**src/rtl/cpw_pkg.sv**
```systemverilog
// Shared constants for the three-phase carrier PWM timer.
package cpw_pkg;
    typedef enum logic [2:0] {
        SRC_DIV1  = 3'd0,
        SRC_DIV2  = 3'd1,
        SRC_DIV8  = 3'd2,
        SRC_DIV32 = 3'd3,
        SRC_AUX32 = 3'd4
    } cpw_src_e;
endpackage

```
**src/rtl/cpw_tick_sel.sv**
```systemverilog
// Count tick prescaler. Derives the carrier count tick from a base enable
// (undivided or divided by 2, 8, 32) or from an auxiliary enable divided by 32.
// Assumes the enables are single-clock strobes synchronous to clk.
module cpw_tick_sel #(
    parameter int PRE_W = 5
) (
    input  logic       clk,
    input  logic       rst_n,
    input  logic       base_en,
    input  logic       aux_en,
    input  logic [2:0] src_sel,
    output logic       tick
);
    import cpw_pkg::*;

    logic [PRE_W-1:0] pre_q;
    logic [PRE_W-1:0] aux_q;

    // Free-running divider of the base enable.
    always_ff @(posedge clk) begin
        if (!rst_n)       pre_q <= '0;
        else if (base_en) pre_q <= pre_q + 1'b1;
    end

    // Free-running divider of the auxiliary enable.
    always_ff @(posedge clk) begin
        if (!rst_n)      aux_q <= '0;
        else if (aux_en) aux_q <= aux_q + 1'b1;
    end

    // Pick the tick according to the source code; unused codes never tick.
    always_comb begin
        case (src_sel)
            SRC_DIV1:  tick = base_en;
            SRC_DIV2:  tick = base_en && pre_q[0];
            SRC_DIV8:  tick = base_en && (&pre_q[2:0]);
            SRC_DIV32: tick = base_en && (&pre_q);
            SRC_AUX32: tick = aux_en && (&aux_q);
            default:   tick = 1'b0;
        endcase
    end

    assert_tick_base_R11: assert property (@(posedge clk) disable iff (!rst_n)
        (tick && src_sel <= 3'd3) |-> base_en);
    assert_tick_aux_R11: assert property (@(posedge clk) disable iff (!rst_n)
        (tick && src_sel == 3'd4) |-> aux_en);
endmodule

```
**src/rtl/cpw_carrier.sv**
```systemverilog
// Carrier counter. Sawtooth counts 0..m once per carrier; triangular counts
// 0..m for the rising half and again for the falling half. Period and mode
// are sampled at each carrier start, so mid-carrier writes wait a boundary.
module cpw_carrier #(
    parameter int CW = 16
) (
    input  logic          clk,
    input  logic          rst_n,
    input  logic          tick,
    input  logic [CW-1:0] period,
    input  logic          tri_mode,
    output logic          start
);
    logic [CW-1:0] cnt_q;
    logic [CW-1:0] m_q;
    logic          tri_q;
    logic          half_q;
    logic          at_top;

    assign at_top = (cnt_q == m_q);
    assign start  = tick && at_top && (!tri_q || half_q);

    // Advance the count, switch halves, and reload the shadows at a start.
    always_ff @(posedge clk) begin
        if (!rst_n) begin
            cnt_q  <= '0;
            m_q    <= '0;
            tri_q  <= 1'b0;
            half_q <= 1'b0;
        end else if (start) begin
            cnt_q  <= '0;
            half_q <= 1'b0;
            m_q    <= period;
            tri_q  <= tri_mode;
        end else if (tick) begin
            if (at_top) begin
                cnt_q  <= '0;
                half_q <= 1'b1;
            end else begin
                cnt_q  <= cnt_q + 1'b1;
            end
        end
    end

    assert_cnt_bound_R2: assert property (@(posedge clk) disable iff (!rst_n)
        cnt_q <= m_q);
    assert_half_tri_R3: assert property (@(posedge clk) disable iff (!rst_n)
        half_q |-> tri_q);
    assert_hold_R11: assert property (@(posedge clk) disable iff (!rst_n)
        !tick |=> $stable(cnt_q));
endmodule

```
**src/rtl/cpw_phase_shot.sv**
```systemverilog
// One phase: a one-shot width timer reloaded at every carrier start. The
// load value is n (sawtooth), 2n (triangular) or a+b (triangular, dual).
// The force bits are sampled at the start and hold for the whole carrier.
module cpw_phase_shot #(
    parameter int CW = 16
) (
    input  logic          clk,
    input  logic          rst_n,
    input  logic          tick,
    input  logic          start,
    input  logic          tri_mode,
    input  logic          dual_width,
    input  logic [CW-1:0] wid_a,
    input  logic [CW-1:0] wid_b,
    input  logic          frc_en,
    input  logic          frc_lvl,
    output logic          ph
);
    logic [CW:0] rem_q;
    logic [CW:0] load_w;
    logic        frc_en_q;
    logic        frc_lvl_q;

    // Pulse length for the carrier that is starting.
    always_comb begin
        if (!tri_mode)       load_w = {1'b0, wid_a};
        else if (dual_width) load_w = {1'b0, wid_a} + {1'b0, wid_b};
        else                 load_w = {wid_a, 1'b0};
    end

    // Reload at a start, otherwise count the active pulse down.
    always_ff @(posedge clk) begin
        if (!rst_n) begin
            rem_q     <= '0;
            frc_en_q  <= 1'b0;
            frc_lvl_q <= 1'b0;
        end else if (start) begin
            rem_q     <= load_w;
            frc_en_q  <= frc_en;
            frc_lvl_q <= frc_lvl;
        end else if (tick && rem_q != '0) begin
            rem_q     <= rem_q - 1'b1;
        end
    end

    assign ph = frc_en_q ? frc_lvl_q : (rem_q != '0);

    assert_countdown_R4: assert property (@(posedge clk) disable iff (!rst_n)
        (tick && !start && rem_q != '0) |=> (rem_q == $past(rem_q) - 1'b1));
    assert_defer_R7: assert property (@(posedge clk) disable iff (!rst_n)
        (!start && !tick) |=> $stable(rem_q));
    assert_force_hold_R9: assert property (@(posedge clk) disable iff (!rst_n)
        !start |=> ($stable(frc_en_q) && $stable(frc_lvl_q)));
endmodule

```
**src/rtl/cpw_irq_thin.sv**
```systemverilog
// Carrier interrupt thinning: fires on every k-th carrier start (k = 0 acts
// as 1). Lowering k mid-run fires at the next start rather than wrapping.
module cpw_irq_thin #(
    parameter int KW = 4
) (
    input  logic          clk,
    input  logic          rst_n,
    input  logic          start,
    input  logic [KW-1:0] k_sel,
    output logic          irq
);
    logic [KW-1:0] dcnt_q;
    logic [KW-1:0] k_eff;
    logic          hit;

    assign k_eff = (k_sel == '0) ? KW'(1) : k_sel;
    assign hit   = (dcnt_q >= k_eff - 1'b1);

    // Count starts and emit one-clock interrupt pulses.
    always_ff @(posedge clk) begin
        if (!rst_n) begin
            dcnt_q <= '0;
            irq    <= 1'b0;
        end else begin
            irq <= 1'b0;
            if (start) begin
                if (hit) begin
                    dcnt_q <= '0;
                    irq    <= 1'b1;
                end else begin
                    dcnt_q <= dcnt_q + 1'b1;
                end
            end
        end
    end

    assert_irq_clear_R10: assert property (@(posedge clk) disable iff (!rst_n)
        irq |-> (dcnt_q == '0));
    assert_dcnt_bound_R10: assert property (@(posedge clk) disable iff (!rst_n)
        dcnt_q != {KW{1'b1}});
    assert_irq_needs_start_R10: assert property (@(posedge clk) disable iff (!rst_n)
        !start |=> !irq);
endmodule

```
**src/rtl/tri_carrier_pwm.sv**
```systemverilog
// Top: prescaler, shared carrier, one one-shot per phase, interrupt thinning.
// Assumes register inputs are held stable by the surrounding logic; they are
// sampled only at carrier starts.
module tri_carrier_pwm #(
    parameter int CW  = 16,
    parameter int NPH = 3,
    parameter int KW  = 4
) (
    input  logic              clk,
    input  logic              rst_n,
    input  logic              base_en,
    input  logic              aux_en,
    input  logic [2:0]        src_sel,
    input  logic              tri_mode,
    input  logic              dual_width,
    input  logic [CW-1:0]     period,
    input  logic [NPH*CW-1:0] width_a,
    input  logic [NPH*CW-1:0] width_b,
    input  logic [NPH-1:0]    force_en,
    input  logic [NPH-1:0]    force_lvl,
    input  logic [KW-1:0]     irq_every,
    output logic [NPH-1:0]    phase_out,
    output logic              carrier_irq
);
    localparam int PRE_W = 5;

    logic tick;
    logic start;

    cpw_tick_sel #(.PRE_W(PRE_W)) u_tick (
        .clk(clk), .rst_n(rst_n), .base_en(base_en), .aux_en(aux_en),
        .src_sel(src_sel), .tick(tick)
    );

    cpw_carrier #(.CW(CW)) u_car (
        .clk(clk), .rst_n(rst_n), .tick(tick), .period(period),
        .tri_mode(tri_mode), .start(start)
    );

    for (genvar i = 0; i < NPH; i++) begin : g_ph
        cpw_phase_shot #(.CW(CW)) u_shot (
            .clk(clk), .rst_n(rst_n), .tick(tick), .start(start),
            .tri_mode(tri_mode), .dual_width(dual_width),
            .wid_a(width_a[i*CW +: CW]), .wid_b(width_b[i*CW +: CW]),
            .frc_en(force_en[i]), .frc_lvl(force_lvl[i]), .ph(phase_out[i])
        );
    end

    cpw_irq_thin #(.KW(KW)) u_irq (
        .clk(clk), .rst_n(rst_n), .start(start), .k_sel(irq_every),
        .irq(carrier_irq)
    );

    assert_reset_R1: assert property (@(posedge clk)
        !rst_n |=> (phase_out == '0 && !carrier_irq));
endmodule

```
**config.mk**
```make
export PLATFORM = sky130hd
export DESIGN_NAME = tri_carrier_pwm
export DESIGN_NICKNAME = d
export VERILOG_FILES = /design/src/rtl/cpw_pkg.sv /design/src/rtl/cpw_tick_sel.sv /design/src/rtl/cpw_carrier.sv /design/src/rtl/cpw_phase_shot.sv /design/src/rtl/cpw_irq_thin.sv /design/src/rtl/tri_carrier_pwm.sv
export SDC_FILE = /design/constraint.sdc
export NUM_CORES = 1
export LEC_CHECK = 0
export BUFFER_PORTS_ARGS = -buffer_cell sky130_fd_sc_hd__buf_4
export CAP_MARGIN = 20
export CORE_UTILIZATION = 35
export CTS_BUF_LIST = sky130_fd_sc_hd__clkbuf_4 sky130_fd_sc_hd__clkbuf_8
export CTS_CLUSTER_DIAMETER = 80
export DETAILED_ROUTE_END_ITERATION = 8
export PLACE_DENSITY = 0.65
export SKIP_LAST_GASP = 1
export SYNTH_ARGS = -nofsm -noshare
export SYNTH_HDL_FRONTEND = slang
export SYNTH_SLANG_ARGS = --single-unit
```
**constraint.sdc**
```tcl
create_clock -name clk -period 3.9 [get_ports clk]
set_input_delay 0.195 -clock clk [delete_from_list [all_inputs] [get_ports clk]]
set_output_delay 0.195 -clock clk [all_outputs]
set_load 0.02 [all_outputs]
```
---- Yosys cells after proc, flatten, opt, wreduce, memory -nomap -nowiden ----
Cells that the tools add are included.
cells by class
  $add $sub $neg .......................... 11
  order comparisons ....................... 1
  eq/ne operators ......................... 5
  mux-type cells .......................... 20
  bitwise gates (word level) .............. 1
  reductions and logical operators ........ 25
operators by type and width
  cell                                                                    count
  17-bit two-way mux                                                      12
  16-bit by 16-bit adder with 17-bit output                               3
  17-bit nonzero test                                                     3
  17-bit by 1-bit subtractor with 17-bit output (second input constant)   3
  16-bit by 1-bit adder with 16-bit output (second input constant)        1
  16-bit equality test                                                    1
  16-bit two-way mux                                                      1
  5-bit by 1-bit adder with 5-bit output (second input constant)          2
  5-bit AND reduction                                                     2
  1-bit logical AND                                                       9
  4-bit two-way mux                                                       2
  3-bit by 2-bit equality test with 1-bit output (second input constant)  2
  2-bit nonzero test                                                      3
  1-bit case mux with 5 select lines                                      1
  4-bit by 1-bit adder with 4-bit output (second input constant)          1
  4-bit greater-or-equal comparator                                       1
  4-bit zero test                                                         1
  1-bit two-way mux                                                       4
  2-bit AND reduction                                                     2
  4-bit by 1-bit subtractor with 4-bit output (second input constant)     1
  3-bit by 1-bit equality test with 1-bit output (second input constant)  1
  3-bit equality test (second input constant)                             1
  3-bit zero test                                                         1
  3-bit AND reduction                                                     1
  4 further kinds                                                         4
storage, ports and cells
  register bits ........................... 106
  input bits .............................. 131

---- Depth between registers and ports, before layout ----
  depth in word-level cells ............... 6
  depth in mapped cells ................... 13
  gate-level depth less buffers ........... 11

---- Hierarchy ----
A second synthesis with hierarchy kept.
second synthesis, totals
  cell total of the unflattened synthesis .. 1137
  area, all modules ....................... 9117.5 sq um
by module, submodules not included
  module                                instances  cells an instance  area an instance (sq um)
  cpw_phase_shot at g_ph[0].u_shot ...  2          284                2169.6
  cpw_phase_shot at g_ph[2].u_shot      1          292                2170.8
  cpw_carrier                           1          193                1736.7
  cpw_tick_sel                          1          50                 539.3
  cpw_irq_thin                          1          34                 331.6

---- Least setup slack after synthesis ----
OpenSTA, ideal clock, no wires.
  path kind ............................... input -> register
  start ................................... in width_a[16]
  end ..................................... reg g_ph[1].u_shot.rem_q[14]
  data arrival time ....................... 2408 ps
  path slack .............................. 1388 ps
  cell stages on the path ................. 10
  cell sequence ........................... ha_1 > fa_1 > a21o_1 > a21oi_1 > o21ai_1 > a31o_2 > o41ai_1 > xnor2_1 > nor2_1 > a2111oi_2
on the way
  cells in the longest elaborated chain, start to end .. 4
ends and longest elaborated chain
  element                                    RTL line               text
  from (decl)                                tri_carrier_pwm.sv:17  input logic [NPH*CW-1:0] width_a,
  16-bit by 16-bit adder with 17-bit output  cpw_phase_shot.sv:27   else if (dual_width) load_w = {1'b0, wid_a} + {1'b0, wid_b};
  17-bit two-way mux                         cpw_phase_shot.sv:27
  17-bit two-way mux                         cpw_phase_shot.sv:26   if (!tri_mode) load_w = {1'b0, wid_a};
  17-bit two-way mux                         cpw_phase_shot.sv:37   end else if (start) begin
  to (signal assigned)                       cpw_phase_shot.sv:38   rem_q <= load_w;
  to (signal assigned)                       cpw_phase_shot.sv:42   rem_q <= rem_q - 1'b1;
  to (decl)                                  cpw_phase_shot.sv:19   logic [CW:0] rem_q;
No other way between the ends.
A chain may end at the register's enable or synchronous reset.

---- Final worst setup path ----
  start ................................... reg u_tick.pre_q[0]
  end ..................................... reg g_ph[2].u_shot.rem_q[13]
on the way
  cells in the longest elaborated chain, start to end .. 6
ends and longest elaborated chain
  element                                                            RTL line                                text
  from (decl)                                                        cpw_tick_sel.sv:16                      logic [PRE_W-1:0] pre_q;
  from (signal assigned)                                             cpw_tick_sel.sv:22                      else if (base_en) pre_q <= pre_q + 1'b1;
  5-bit AND reduction / 3-bit AND reduction (equally long branches)  cpw_tick_sel.sv:37, cpw_tick_sel.sv:36
  1-bit logical AND, on equally long branches                        cpw_tick_sel.sv:37, cpw_tick_sel.sv:36
  1-bit case mux with 5 select lines (*)                             cpw_tick_sel.sv:33                      case (src_sel)
  1-bit logical AND (2 in a row)                                     cpw_carrier.sv:21                       assign start = tick && at_top && (!tri_q || half_q);
  17-bit two-way mux / 2-bit nonzero test (equally long branches)    --
  to (signal assigned)                                               cpw_phase_shot.sv:38
  to (signal assigned)                                               cpw_phase_shot.sv:42
  to (decl)                                                          cpw_phase_shot.sv:19
Mark *: on every way between the ends. The rest lies on a longest branch, timed or not.

==> impl_results.html <==
<table>
<tr><th>Metric</th><th>Value</th></tr>
<tr><th colspan="2">Outcome</th></tr>
<tr><td>Outcome</td><td>complete, no violations</td></tr>
<tr><th colspan="2">Setup path</th></tr>
<tr><td>Maximum net fanout on the critical path</td><td>34</td></tr>
<tr><td>Path depth of the worst reg2reg path</td><td>13</td></tr>
<tr><td>Startpoint Class</td><td>register</td></tr>
<tr><td>Type of the worst setup path</td><td>register to register</td></tr>
<tr><td>CP Capture Type</td><td>register</td></tr>
<tr><td>Arr. time, crit path</td><td>3.24 ns</td></tr>
<tr><td>Data required time at the worst endpoint</td><td>4.18 ns</td></tr>
<tr><th colspan="2">Finish</th></tr>
<tr><td>Area growth from synthesis to layout</td><td>17.4%</td></tr>
<tr><td>Number of diodes</td><td>0</td></tr>
<tr><td>Proportion of layout cells with a drive suffix above 1</td><td>0.174</td></tr>
<tr><td>Total non-filler cell area in the finished layout</td><td>9920 um2</td></tr>
<tr><td>Leading cell type in the layout, fill and taps excluded</td><td>sky130_fd_sc_hd__buf_4</td></tr>
<tr><td>Number of filler instances in the final layout</td><td>2401</td></tr>
<tr><td>Number of nets at the end of the flow</td><td>1378</td></tr>
<tr><td>Most frequent cells in the layout</td><td>sky130_fd_sc_hd__buf_4, sky130_fd_sc_hd__a21oi_1, sky130_fd_sc_hd__nor2_1</td></tr>
<tr><th colspan="2">Routing</th></tr>
<tr><td>Routed WL per cell</td><td>14.9 um</td></tr>
<tr><td>DR pass1 iterations</td><td>5</td></tr>
<tr><td>Drt initial violations</td><td>473</td></tr>
<tr><td>Detailed-route vias per instance</td><td>5.30</td></tr>
<tr><td>Total wirelength of the detailed-routed design</td><td>22500 um</td></tr>
<tr><td>Vias post-DR</td><td>7964</td></tr>
<tr><td>Remaining antenna violation count after routing</td><td>0</td></tr>
<tr><td>DRC violations left</td><td>0</td></tr>
<tr><th colspan="2">Clock tree</th></tr>
<tr><td>Cts repair resizes</td><td>0</td></tr>
<tr><td>Cell at the root of the clock tree</td><td>sky130_fd_sc_hd__clkbuf_8</td></tr>
<tr><td>CTS tree</td><td>yes</td></tr>
<tr><td>Number of setup buffers added after CTS</td><td>0</td></tr>
<tr><td>Number of buffers created by CTS</td><td>9</td></tr>
<tr><td>Clk slew on worst S/H paths</td><td>0.10 ns</td></tr>
<tr><td>Number of buffers on the longest clock path</td><td>2</td></tr>
<tr><td>Cts hold-fix bufs</td><td>0</td></tr>
<tr><td>Insertion delay to the later sink of the worst-skew pair</td><td>0.38 ns</td></tr>
<tr><td>Number of H-tree levels</td><td>3</td></tr>
<tr><td># clock sinks</td><td>106</td></tr>
<tr><th colspan="2">Timing</th></tr>
<tr><td>Unrepaired setup endpoints after global routing</td><td>false</td></tr>
<tr><td>Final clock period utilization by the worst path</td><td>0.759</td></tr>
<tr><td>Post-Route Setup TNS</td><td>0 ns</td></tr>
<tr><td>Max-slew violation count</td><td>0</td></tr>
<tr><td>Final-layout worst hold slack</td><td>0.0554 ns</td></tr>
<tr><td>Minimum clock period</td><td>2.96 ns</td></tr>
<tr><td>Skew final</td><td>0.0100 ns</td></tr>
<tr><td>Worst rel slew slack</td><td>0.284</td></tr>
<tr><td>Least-Margin Pin Slew</td><td>1.07 ns</td></tr>
<tr><td>Number of setup violations in the final report</td><td>0</td></tr>
<tr><td>Final hold violations</td><td>0</td></tr>
<tr><td>F_max</td><td>338 MHz</td></tr>
<tr><th colspan="2">GRT</th></tr>
<tr><td>Initial antenna violation count</td><td>0</td></tr>
<tr><td>Total congestion overflow</td><td>0</td></tr>
<tr><td>Maximum number of pins on one net before global-route repair</td><td>57</td></tr>
<tr><td>Total Routing Usage GR</td><td>0.182</td></tr>
<tr><td>Via count of the first global-routing pass</td><td>7321</td></tr>
<tr><td>Global-route wire length before repair</td><td>36100 um</td></tr>
<tr><th colspan="2">Synth</th></tr>
<tr><td>Avg Cell Area, Syn</td><td>7.85 um2</td></tr>
<tr><td>Gate count of the mapped netlist</td><td>1077</td></tr>
<tr><td>Ys Warns</td><td>0</td></tr>
<tr><td>Number of enable flip-flop cells after synthesis</td><td>0</td></tr>
<tr><td>Top cells by area, synth</td><td>sky130_fd_sc_hd__dfxtp_1, sky130_fd_sc_hd__ha_1, sky130_fd_sc_hd__a21oi_1</td></tr>
<tr><td>Unique masters post-synth</td><td>80</td></tr>
<tr><td>Top flip-flop cell by instance count after synthesis</td><td>sky130_fd_sc_hd__dfxtp_1</td></tr>
<tr><td>Cell area after synthesis</td><td>8450 um2</td></tr>
<tr><td>Post-Synthesis Net Count</td><td>1274</td></tr>
<tr><td>Proportion of netlist area held by the largest area contributor</td><td>0.251</td></tr>
<tr><td>Area leader, netlist</td><td>sky130_fd_sc_hd__dfxtp_1</td></tr>
<tr><td>Part of the Yosys area used for sequential elements</td><td>0.251</td></tr>
<tr><td>Post-synthesis register bit count</td><td>106</td></tr>
<tr><td>Proportion of register bits with asynchronous set or reset after synthesis</td><td>0</td></tr>
<tr><th colspan="2">Floorplan</th></tr>
<tr><td>I/O pins</td><td>135</td></tr>
<tr><td>Chip Width</td><td>157 um</td></tr>
<tr><td>Placeable Area</td><td>23600 um2</td></tr>
<tr><td>Die height</td><td>157 um</td></tr>
<tr><td>Die Outline Area</td><td>24800 um2</td></tr>
<tr><td>Placement Rows</td><td>56</td></tr>
<tr><td>Starting Density</td><td>0.358</td></tr>
<tr><th colspan="2">Place</th></tr>
<tr><td>Placed inst area</td><td>9720 um2</td></tr>
<tr><td>Global placement routability congestion</td><td>0.880</td></tr>
<tr><td>Port bufs</td><td>134</td></tr>
<tr><td>Hpwl dp</td><td>17200 um</td></tr>
<tr><th colspan="2">Pwr</th></tr>
<tr><td>Proportion of power drawn by combinational gates</td><td>0.380</td></tr>
<tr><td>Max IR drop VDD</td><td>157 uV</td></tr>
<tr><td>Switching power share of the total</td><td>0.349</td></tr>
<tr><td>Power Density</td><td>316 nW/um2</td></tr>
<tr><td>Static Leak</td><td>0.00413 uW</td></tr>
<tr><td>Clock network power share</td><td>0.233</td></tr>
<tr><td>Internal power</td><td>2040 uW</td></tr>
<tr><td>Sequential cell fraction of total power</td><td>0.387</td></tr>
<tr><td>Switch Pwr</td><td>1090 uW</td></tr>
<tr><th colspan="2">Worst hold path</th></tr>
<tr><td>Hold Crit Depth</td><td>3</td></tr>
<tr><td>Worst Hold Class</td><td>input pin to register</td></tr>
<tr><th colspan="2">Run</th></tr>
<tr><td>Max-capacitance violation count</td><td>0</td></tr>
</table>
## metal layers
metal | GRT usage | wire length (um) | up-vias
met5 | 0 | 0 | -
met4 | 0.0347 | 167 | 0
met3 | 0.0333 | 1290 | 13
met2 | 0.285 | 9760 | 217
met1 | 0.260 | 11200 | 3625
li1 | - | - | 4109
## critical path, cell delays in order (launching register included)
cell,delay (ns)
sky130_fd_sc_hd__dfxtp_1,0.40
sky130_fd_sc_hd__ha_1,0.19
sky130_fd_sc_hd__and3_1,0.16
sky130_fd_sc_hd__ha_1,0.14
sky130_fd_sc_hd__nand3_1,0.09
sky130_fd_sc_hd__a21oi_2,0.18
sky130_fd_sc_hd__o22ai_2,0.16
sky130_fd_sc_hd__buf_4,0.22
sky130_fd_sc_hd__nor3_2,0.21
sky130_fd_sc_hd__buf_4,0.39
sky130_fd_sc_hd__nand2_1,0.24
sky130_fd_sc_hd__a21oi_1,0.19
sky130_fd_sc_hd__o31ai_1,0.08
sky130_fd_sc_hd__and3_1,0.19
## Yosys cell counts (6+ instances only)
library cell and count:
sky130_fd_sc_hd__a21oi_1 115, sky130_fd_sc_hd__nand3b_1 10, sky130_fd_sc_hd__o21bai_1 6, sky130_fd_sc_hd__dfxtp_1 106
sky130_fd_sc_hd__nor2b_1 6, sky130_fd_sc_hd__a21o_1 15, sky130_fd_sc_hd__and3_1 17, sky130_fd_sc_hd__buf_2 14
sky130_fd_sc_hd__o22ai_1 6, sky130_fd_sc_hd__nor4_1 11, sky130_fd_sc_hd__ha_1 63, sky130_fd_sc_hd__mux2i_1 24
sky130_fd_sc_hd__a31oi_1 7, sky130_fd_sc_hd__nand2_1 107, sky130_fd_sc_hd__or3_1 8, sky130_fd_sc_hd__o21ai_0 46
sky130_fd_sc_hd__nand3_1 30, sky130_fd_sc_hd__xor2_1 48, sky130_fd_sc_hd__inv_1 31, sky130_fd_sc_hd__o21ai_1 7
sky130_fd_sc_hd__nand4_1 12, sky130_fd_sc_hd__nor3_1 22, sky130_fd_sc_hd__nor4_2 6, sky130_fd_sc_hd__a211oi_1 20
sky130_fd_sc_hd__or4_1 6, sky130_fd_sc_hd__o211ai_1 14, sky130_fd_sc_hd__xnor2_1 55, sky130_fd_sc_hd__o31ai_1 9
sky130_fd_sc_hd__clkbuf_1 34, sky130_fd_sc_hd__nand2b_1 12, sky130_fd_sc_hd__nor2_1 113
## worst paths after layout
| check | slack, ns | end | start |
|---|---|---|---|
| min | 0.06 | g_ph[2].u_shot.frc_lvl_q | force_lvl[2] |
| max reg2reg | 0.94 | g_ph[2].u_shot.rem_q[13] | u_tick.pre_q[0] |
| min reg2reg | 0.46 | g_ph[0].u_shot.frc_lvl_q | g_ph[0].u_shot.frc_lvl_q |
| max | 0.94 | g_ph[2].u_shot.rem_q[13] | u_tick.pre_q[0] |
## power by group through the flow
stage                     clock (uW)  combinational, uW  sequential [uW]
after floorplan                    0                856             1220
after global placement             0               1170             1230
after detailed placement           0               1190             1240
after CTS                        765               1190             1210
after global routing             808               1330             1220
final                            730               1190             1210
## area by class of cell
class	count	area, um2	area share
Inverter	32	120	0.0121
Clock buffer	9	124	0.0125
Sequential cell	106	2120	0.214
Clock inverter	6	82.6	0.00832
Multi-Input combinational cell	885	5970	0.602
Tap cell	319	399	0.0402
Timing Repair Buffer	147	1100	0.111
## cell families after synthesis
kind of cell,Yosys count,share of synthesized area
compound gates,300,0.231
xor+xnor,103,0.107
fa+ha+maj,66,0.100
buf+inv,86,0.0434
flops,106,0.251
mux,26,0.0311
simple gates,390,0.236
## stage by stage
step           setup slack, ns  total power [uW]  instances  utilization
2_1_floorplan             1.39              2080       1077            -
3_3_place_gp              1.04              2410       1489        0.412
3_5_place_dp             0.936              2420       1489        0.412
4_1_cts                  0.914              3170       1504        0.420
5_1_grt                  0.690              3360       1504        0.420
6_report                 0.941              3140       1504        0.420
## registers in the layout (all words and copies together), names as in the netlist
| signal | count |
|---|---|
| g_ph.u_shot.frc_lvl_q | 3 |
| u_tick.aux_q | 5 |
| u_irq.dcnt_q | 4 |
| u_tick.pre_q | 5 |
| u_irq.irq | 1 |
| u_car.cnt_q | 16 |
| g_ph.u_shot.frc_en_q | 3 |
| u_car.half_q | 1 |
| u_car.tri_q | 1 |
| g_ph.u_shot.rem_q | 51 |
| u_car.m_q | 16 |
Note: power is estimated with default switching activity, not from simulation.
